**src/rtl/xfc_pkg.sv**
```systemverilog
package xfc_pkg;

    localparam int CNT_W    = 16;
    localparam int BYTE_W   = 8;
    localparam int EN_BYTES = 7;
    localparam int N_SRC    = EN_BYTES * BYTE_W;
    localparam int IDX_W    = $clog2(N_SRC);
    localparam int ADDR_W   = 4;

    localparam logic [ADDR_W-1:0] ADDR_CNT_A = 4'd0;
    localparam logic [ADDR_W-1:0] ADDR_CNT_B = 4'd1;
    localparam logic [ADDR_W-1:0] ADDR_EN0   = 4'd2;

    typedef enum logic [1:0] {
        MODE_NORMAL = 2'd0,
        MODE_REPEAT = 2'd1,
        MODE_BLOCK  = 2'd2,
        MODE_IDLE   = 2'd3
    } xfc_mode_e;

    typedef struct packed {
        logic             valid;
        logic [IDX_W-1:0] idx;
    } xfc_grant_t;

    typedef struct packed {
        logic block_end;
        logic done;
    } xfc_event_t;

    // Address of enable byte k
    function automatic logic [ADDR_W-1:0] en_addr(input int k);
        return ADDR_EN0 + ADDR_W'(k);
    endfunction

    // Count of one is the last step; zero encodes the maximum
    function automatic logic is_last(input logic [CNT_W-1:0] v);
        return v == CNT_W'(1);
    endfunction

endpackage

```
**src/rtl/xfc_enable_bank.sv**
```systemverilog
module xfc_enable_bank
    import xfc_pkg::*;
#(
    parameter int NBYTES = EN_BYTES,
    parameter int BW     = BYTE_W,
    localparam int NBITS = NBYTES * BW
) (
    input  logic              clk,
    input  logic              rst,
    input  logic              wr_en,
    input  logic [ADDR_W-1:0] wr_addr,
    input  logic [BW-1:0]     wr_byte,
    input  logic [NBITS-1:0]  clr_vec,
    output logic [NBITS-1:0]  en_bits
);

    for (genvar k = 0; k < NBYTES; k++) begin : g_byte
        logic          hit;
        logic [BW-1:0] nxt;

        assign hit = wr_en && (wr_addr == en_addr(k));

        always_comb begin
            nxt = en_bits[k*BW +: BW];
            if (hit) begin
                nxt = wr_byte;
            end
            // automatic clear wins over a same-cycle write
            nxt = nxt & ~clr_vec[k*BW +: BW];
        end

        always_ff @(posedge clk) begin
            if (rst) begin
                en_bits[k*BW +: BW] <= '0;
            end else begin
                en_bits[k*BW +: BW] <= nxt;
            end
        end
    end

endmodule

```
**src/rtl/xfc_src_arbiter.sv**
```systemverilog
module xfc_src_arbiter
    import xfc_pkg::*;
#(
    parameter int NS = N_SRC,
    localparam int IW = $clog2(NS)
) (
    input  logic          clk,
    input  logic          rst,
    input  logic [NS-1:0] req,
    input  logic [NS-1:0] en_bits,
    input  logic          unit_done,
    output logic          grant_valid,
    output logic [IW-1:0] grant_idx
);

    logic [NS-1:0] pend;
    logic          any_pend;
    logic [IW-1:0] pick;
    logic          release_now;

    assign pend = req & en_bits;

    // lowest index wins: scan from the top so the lowest overwrites last
    always_comb begin
        any_pend = 1'b0;
        pick     = '0;
        for (int i = NS - 1; i >= 0; i--) begin
            if (pend[i]) begin
                any_pend = 1'b1;
                pick     = IW'(i);
            end
        end
    end

    assign release_now = grant_valid && unit_done;

    always_ff @(posedge clk) begin
        if (rst) begin
            grant_valid <= 1'b0;
            grant_idx   <= '0;
        end else if (release_now) begin
            grant_valid <= 1'b0;
        end else if (!grant_valid && any_pend) begin
            grant_valid <= 1'b1;
            grant_idx   <= pick;
        end
    end

endmodule

```
**src/rtl/xfc_count_unit.sv**
```systemverilog
module xfc_count_unit
    import xfc_pkg::*;
#(
    parameter int CW = CNT_W,
    parameter int BW = BYTE_W
) (
    input  logic              clk,
    input  logic              rst,
    input  logic              step,
    input  xfc_mode_e         mode,
    input  logic              wr_en,
    input  logic [ADDR_W-1:0] wr_addr,
    input  logic [CW-1:0]     wr_data,
    output logic [CW-1:0]     cnt_a,
    output logic [CW-1:0]     cnt_b,
    output logic              finish_now,
    output xfc_event_t        evt
);

    logic          wr_a;
    logic          wr_b;
    logic          step_eff;
    logic [BW-1:0] lo;
    logic [BW-1:0] hi;
    logic          lo_last;
    logic [CW-1:0] a_nxt;
    logic [CW-1:0] b_nxt;
    xfc_event_t    evt_nxt;

    assign wr_a     = wr_en && (wr_addr == ADDR_CNT_A);
    assign wr_b     = wr_en && (wr_addr == ADDR_CNT_B);
    assign step_eff = step && !wr_a && !wr_b;
    assign lo       = cnt_a[BW-1:0];
    assign hi       = cnt_a[CW-1:BW];
    assign lo_last  = (lo == BW'(1));

    always_comb begin
        a_nxt   = cnt_a;
        b_nxt   = cnt_b;
        evt_nxt = '0;
        if (step_eff) begin
            unique case (mode)
                MODE_NORMAL: begin
                    a_nxt        = cnt_a - CW'(1);
                    evt_nxt.done = is_last(cnt_a);
                end
                MODE_REPEAT: begin
                    if (lo_last) begin
                        a_nxt             = {hi, hi};
                        evt_nxt.block_end = 1'b1;
                    end else begin
                        a_nxt = {hi, lo - BW'(1)};
                    end
                end
                MODE_BLOCK: begin
                    if (lo_last) begin
                        a_nxt             = {hi, hi};
                        b_nxt             = cnt_b - CW'(1);
                        evt_nxt.block_end = 1'b1;
                        evt_nxt.done      = is_last(cnt_b);
                    end else begin
                        a_nxt = {hi, lo - BW'(1)};
                    end
                end
                default: begin
                end
            endcase
        end
        if (wr_a) begin
            a_nxt = wr_data;
        end
        if (wr_b) begin
            b_nxt = wr_data;
        end
    end

    assign finish_now = evt_nxt.done;

    always_ff @(posedge clk) begin
        if (rst) begin
            cnt_a <= '0;
            cnt_b <= '0;
            evt   <= '0;
        end else begin
            cnt_a <= a_nxt;
            cnt_b <= b_nxt;
            evt   <= evt_nxt;
        end
    end

endmodule

```
**src/rtl/xfer_count_seq.sv**
```systemverilog
module xfer_count_seq
    import xfc_pkg::*;
#(
    parameter int NS = N_SRC
) (
    input  logic              clk,
    input  logic              rst,
    input  logic              wr_en,
    input  logic [ADDR_W-1:0] wr_addr,
    input  logic [CNT_W-1:0]  wr_data,
    input  logic [ADDR_W-1:0] rd_addr,
    output logic [CNT_W-1:0]  rd_data,
    input  logic [1:0]        mode,
    input  logic [N_SRC-1:0]  req,
    input  logic              unit_done,
    output logic              grant_valid,
    output logic [IDX_W-1:0]  grant_idx,
    output logic              block_end,
    output logic              xfer_done
);

    logic [N_SRC-1:0] en_bits;
    logic [N_SRC-1:0] clr_vec;
    logic [CNT_W-1:0] cnt_a;
    logic [CNT_W-1:0] cnt_b;
    logic             finish_now;
    logic             step;
    xfc_event_t       evt;
    xfc_grant_t       gnt;

    assign step = grant_valid && unit_done;

    xfc_src_arbiter #(.NS(N_SRC)) u_arb (
        .clk        (clk),
        .rst        (rst),
        .req        (req),
        .en_bits    (en_bits),
        .unit_done  (unit_done),
        .grant_valid(gnt.valid),
        .grant_idx  (gnt.idx)
    );

    assign grant_valid = gnt.valid;
    assign grant_idx   = gnt.idx;

    xfc_count_unit u_cnt (
        .clk       (clk),
        .rst       (rst),
        .step      (step),
        .mode      (xfc_mode_e'(mode)),
        .wr_en     (wr_en),
        .wr_addr   (wr_addr),
        .wr_data   (wr_data),
        .cnt_a     (cnt_a),
        .cnt_b     (cnt_b),
        .finish_now(finish_now),
        .evt       (evt)
    );

    always_comb begin
        clr_vec = '0;
        if (finish_now) begin
            clr_vec[gnt.idx] = 1'b1;
        end
    end

    xfc_enable_bank u_en (
        .clk    (clk),
        .rst    (rst),
        .wr_en  (wr_en),
        .wr_addr(wr_addr),
        .wr_byte(wr_data[BYTE_W-1:0]),
        .clr_vec(clr_vec),
        .en_bits(en_bits)
    );

    assign block_end = evt.block_end;
    assign xfer_done = evt.done;

    always_comb begin
        rd_data = '0;
        if (rd_addr == ADDR_CNT_A) begin
            rd_data = cnt_a;
        end else if (rd_addr == ADDR_CNT_B) begin
            rd_data = cnt_b;
        end else begin
            for (int k = 0; k < EN_BYTES; k++) begin
                if (rd_addr == en_addr(k)) begin
                    rd_data = {{(CNT_W-BYTE_W){1'b0}}, en_bits[k*BYTE_W +: BYTE_W]};
                end
            end
        end
    end

endmodule

```
**config.mk**
```make
export PLATFORM = sky130hd
export DESIGN_NAME = xfer_count_seq
export DESIGN_NICKNAME = d
export VERILOG_FILES = /design/src/rtl/xfc_pkg.sv /design/src/rtl/xfc_enable_bank.sv /design/src/rtl/xfc_src_arbiter.sv /design/src/rtl/xfc_count_unit.sv /design/src/rtl/xfer_count_seq.sv
export SDC_FILE = /design/constraint.sdc
export NUM_CORES = 1
export LEC_CHECK = 0
export ABC_CLOCK_PERIOD_IN_PS = 5100
export BUFFER_PORTS_ARGS = -buffer_cell sky130_fd_sc_hd__buf_2
export CAP_MARGIN = 20
export CORE_ASPECT_RATIO = 0.8
export CORE_MARGIN = 2
export CORE_UTILIZATION = 50
export DETAILED_ROUTE_END_ITERATION = 16
export GPL_TIMING_DRIVEN = 1
export PLACE_DENSITY_LB_ADDON = 0.1
export SLEW_MARGIN = 20
export SYNTH_ARGS = -nofsm -noshare
export SYNTH_HDL_FRONTEND = slang
export SYNTH_SLANG_ARGS = --single-unit
```
**constraint.sdc**
```tcl
create_clock -name clk -period 5.1 [get_ports clk]
set_clock_uncertainty 0.15 [all_clocks]
set_input_delay 1.02 -clock clk [delete_from_list [all_inputs] [get_ports clk]]
set_output_delay 1.02 -clock clk [all_outputs]
set_load 0.005 [all_outputs]
```
* Word-level counts from Yosys, hierarchy flattened
Index checks and enable logic that the tools add are counted.
** Word-level totals
- Logic and storage cells :: 235
- Output and inout bits :: 25
- Register bits after elaboration :: 97
- Input bits :: 86
** Operators by class
- Mux-type cells :: 144
- Bitwise gates (word level) :: 17
- Magnitude comparators :: 2
- Add/subtract/negate cells :: 3
- Reduce and logical (&&, ||, !) cells :: 33
- Equal/unequal tests :: 22
** Operator list (count)
- two-way mux 6 bit :: 56
- two-way mux 16 bit :: 14
- two-way mux 8 bit :: 9
- two-way mux 1 bit :: 59
- AND 56 bit :: 1
- AND 8 bit :: 7
- two-way mux 56 bit :: 1
- NOT 8 bit :: 7
- equality test 16 x 1 -> 1 bit (second input constant) :: 2
- equality test 4 x 3 -> 1 bit (second input constant) :: 8
- one-hot mux 16 bit (2 select lines) :: 1
- subtractor 16 x 1 -> 16 bit (second input constant) :: 2
- equality test 4 x 2 -> 1 bit (second input constant) :: 4
- logical AND 1 bit :: 14
- nonzero test 2 bit :: 5
- equality test 4 x 1 -> 1 bit (second input constant) :: 2
- equality test 4 bit (second input constant) :: 2
- equality test 8 x 1 -> 1 bit (second input constant) :: 1
- zero test 4 bit :: 2
- subtractor 8 x 1 -> 8 bit (second input constant) :: 1
- < comparator 6 x 7 -> 1 bit (second input constant) :: 1
- demux 1 bit (select 6 bit) :: 1
- >= comparator 6 x 1 -> 1 bit (second input constant) :: 1
- AND reduction 3 bit :: 2
- 11 further kinds :: 18

* Depth between registers and ports, before layout
- Depth in word-level cells :: 59
- Mapped depth :: 8
- Gate-level depth less buffers :: 8

* Modules after synthesis
From an unflattened synthesis, not the netlist that was laid out.
** Second synthesis, totals
- Cell total of the unflattened synthesis :: 942
- Area total of the unflattened synthesis :: 7136.8 µm²
** By module, submodules not included
- xfc_enable_bank :: instances 1, sequential area each 1121.1 µm², area an instance 2413.6 µm², cells each 266
- xfc_count_unit :: instances 1, sequential area each 680.7 µm², area an instance 2215.9 µm², cells each 284
- xfer_count_seq :: instances 1, sequential area each 0.0 µm², area an instance 1308.8 µm², cells each 215
- xfc_src_arbiter :: instances 1, sequential area each 140.1 µm², area an instance 1198.6 µm², cells each 177

* Worst setup path after synthesis
Ideal clock, no wire load.
- Kind :: input to output
- From :: in rd_addr[0]
- To :: out rd_data[3]
- Cell stages on the path :: 5
- Setup slack :: 1.373 ns
- Data arrival time :: 2.557 ns
- Path buffers :: 2
- Data required time :: 3.930 ns
- Path through :: clkbuf_1 > nor4b_1 > clkbuf_1 > a21oi_1 > o211ai_1
** Between the ends
- Word-level cells in the longest chain between the ends :: 10
** Ends and longest elaborated chain
- start, declared :: line xfer_count_seq.sv:11 : input logic [ADDR_W-1:0] rd_addr,
- equality test 4 x 2 -> 1 bit :: line xfer_count_seq.sv:88 : if (rd_addr == en_addr(k)) begin
- two-way mux 8 bit :: line xfer_count_seq.sv:88
- two-way mux 16 bit (6 in series) :: line xfer_count_seq.sv:88
- two-way mux 16 bit :: line xfer_count_seq.sv:84 : end else if (rd_addr == ADDR_CNT_B) begin
- two-way mux 16 bit * :: line xfer_count_seq.sv:82 : if (rd_addr == ADDR_CNT_A) begin
- end, declared :: line xfer_count_seq.sv:12 : output logic [CNT_W-1:0] rd_data,
Mark *: on every way between the ends. The rest lies on a longest branch, timed or not.

* Final worst setup path
- From :: in rd_addr[0]
- To :: out rd_data[4]
Same word-level chain as after synthesis.

==> run summary <==
nets@finish: 1058
register bit total from synthesis: 97
Tot Pwr: 2.12 mW
ys flop type: dfxtp_1
Max Cap Violations: 0
RSZ-0062 raised after global routing: no
register area: 1940 um^2
register area share after synthesis: 0.300
antenna-violating nets left: 0
vias in the first global route: 6464
FMAX: 0.259 GHz
Num CTS Buffers: 9
layout cell share with drive strength beyond 1: 0.168
final hold violation count: 0
num ports: 111
xor-xnor portion of the synthesized cell area: 0.0269
final WL: 24400 um
row count: 37
vias per cell: 6.46
Sink Count: 97
EDFF count, synth: 0
Critical Path Source: rd_addr[0]
DP Area: 7110 um^2
GP Congestion: 0.940
largest family of logic cells by synthesized area: simple AND/OR/NAND/NOR gates
DRC: 0
crit share post-route: 0.756
fillers: 1211
CP required: 3.93 ns
CP Class: in2out
setup violators final: 0
worst skew pair latency: 0.36 ns
min-delay src: u_cnt.cnt_b[1]
Setup Buffers After CTS: 0
Crit. End Element: output pin
Antenna Cells: 0
status: finished, final reports clean
global-route wire length before repair: 37500 um
post-route cell area: 7470 um^2
Die Wd: 131 um
TritonCTS clock tree: yes
clock root cell: clkbuf_16
Vias: 7395
area growth from synthesis to layout: 15.5%
Post-DP HPWL: 18400 um
FFs w/ async S/R, synth: 0
area of the multi-input gates: 4310 um^2
Worst Setup Start Kind: input pin
I/O Buffers: 110
max-slew violation count: 0
gr ovfl total: 0
per-cell routed wire length: 21.3 um
H-tree depth: 3
post-synth cell types: 65
synthesized instance count: 887
pwr/cell area: 284 nW/um^2
Overall Global Routing Usage: 0.350
drt pass-1 iters: 6
Synth warnings: 0
initial antenna violation count: 0
core box area: 12700 um^2
initial core utilization: 0.508
Synth Area in Simple Gates: 0.326
leakage power: 2.89 nW
Worst R2R Start: u_cnt.cnt_b[3]
post-synthesis average cell area: 7.30 um^2
fin crit period: 3.86 ns
number of gates resized after CTS: 0
Worst Path Arrival: 2.69 ns
die span in y: 106 um
Worst-Margin Slew: 1.01 ns
adder-cell share of the synthesized area: 0.0155
hold_ws: 0.383 ns
clock buffer depth: 2
Die ar.: 13900 um^2
Clk pin slew, worst setup/hold paths: 0.06 ns
IR Drop Worst-Case VDD: 0.210 mV
setup tns final: 0 ns
CTS Hold Bufs: 0
Initial DRC Count: 1020
commonest cells after routing, fill and taps aside: nor2_1, buf_2, dfxtp_1
most common cell after layout, fill and taps aside: nor2_1
Worst Setup Slack, final: 1.24 ns
Syn Nets: 981
post-synthesis mux area share: 0.0350
Setup WS pre-CTS: 1.25 ns
Compound-Gate Fraction of Synth Area: 0.261
worst hold path type: reg2reg
slew margin rel.: 0.319
largest net degree at the start of global routing: 49
synthesized cell area: 6470 um^2
crit-path max FO: 23
final timing paths:
| check | end | slack (ns) | cells after the start |
|---|---|---|---|
| worst max-delay path | rd_data[4] | 1.24 | 8 |
| worst min-delay path | u_cnt.cnt_b[1] | 0.38 | 2 |
| worst max register to register | u_en.en_bits[42] | 1.92 | 6 |
| worst min register to register | u_cnt.cnt_b[1] | 0.38 | 2 |
cell usage after synthesis (14+ instances only):
cell      count  area (um^2)
a22o_1       17          149
dfxtp_1      97         1940
a22oi_1      39          293
a211oi_1     14          105
xnor2_1      14          123
a31oi_1      16          100
nor3_1       25          125
nand3_1      15         75.1
nor2_1      166          623
o21ai_0      17         85.1
clkbuf_1     47          176
nand2_1      78          293
or3_1        74          463
a21oi_1      96          480
per-stage QoR:
stage,util,cells
6_report,0.587,1144
2_1_floorplan,-,887
5_1_grt,0.587,1144
3_5_place_dp,0.558,1128
3_3_place_gp,0.558,1128
4_1_cts,0.587,1144
sequential cells by signal, indices dropped and copies added, names as in the netlist:
signal,count
u_arb.grant_valid,1
u_en.en_bits,56
u_cnt.cnt_a,16
u_cnt.cnt_b,16
u_arb.grant_idx,6
u_cnt.evt,2
worst max-delay path, stage by stage:
cell,delay (ns)
buf_2,0.47
mux2_2,0.40
a21oi_1,0.16
nor2_1,0.07
o21a_1,0.12
a221oi_1,0.19
o21ai_0,0.11
buf_2,0.14
routing by layer:
layer	part of all wire	GRT usage	vias to the layer above
li1	-	-	3439
met1	0.44	0.514	3441
met2	0.41	0.495	471
met3	0.13	0.102	44
met4	0.023	0.0963	0
met5	0	0	-
cells by family after synthesis:
family / after synthesis
muxes: 19
and+or+nand+nor: 429
buffers and inverters: 61
xor gates and xnor gates: 19
AOI/OAI and AO/OA: 254
adders and majority gates: 8
DFF: 97
layout make-up:
type	instances	share of cell area
multi-input cells	729	0.577
flip-flops and latches	97	0.260
repair buffers	116	0.0797
clock buffers	9	0.0301
well taps	175	0.0293
clock inverters	7	0.0189
inverters	11	0.00552
report_power, final:
group	switching, mW	internal, mW
Sequential	0.0658	0.790
Clock	0.308	0.530
Combinational	0.266	0.162
Total	0.640	1.48
No activity file was read; power rests on OpenSTA's default activity.
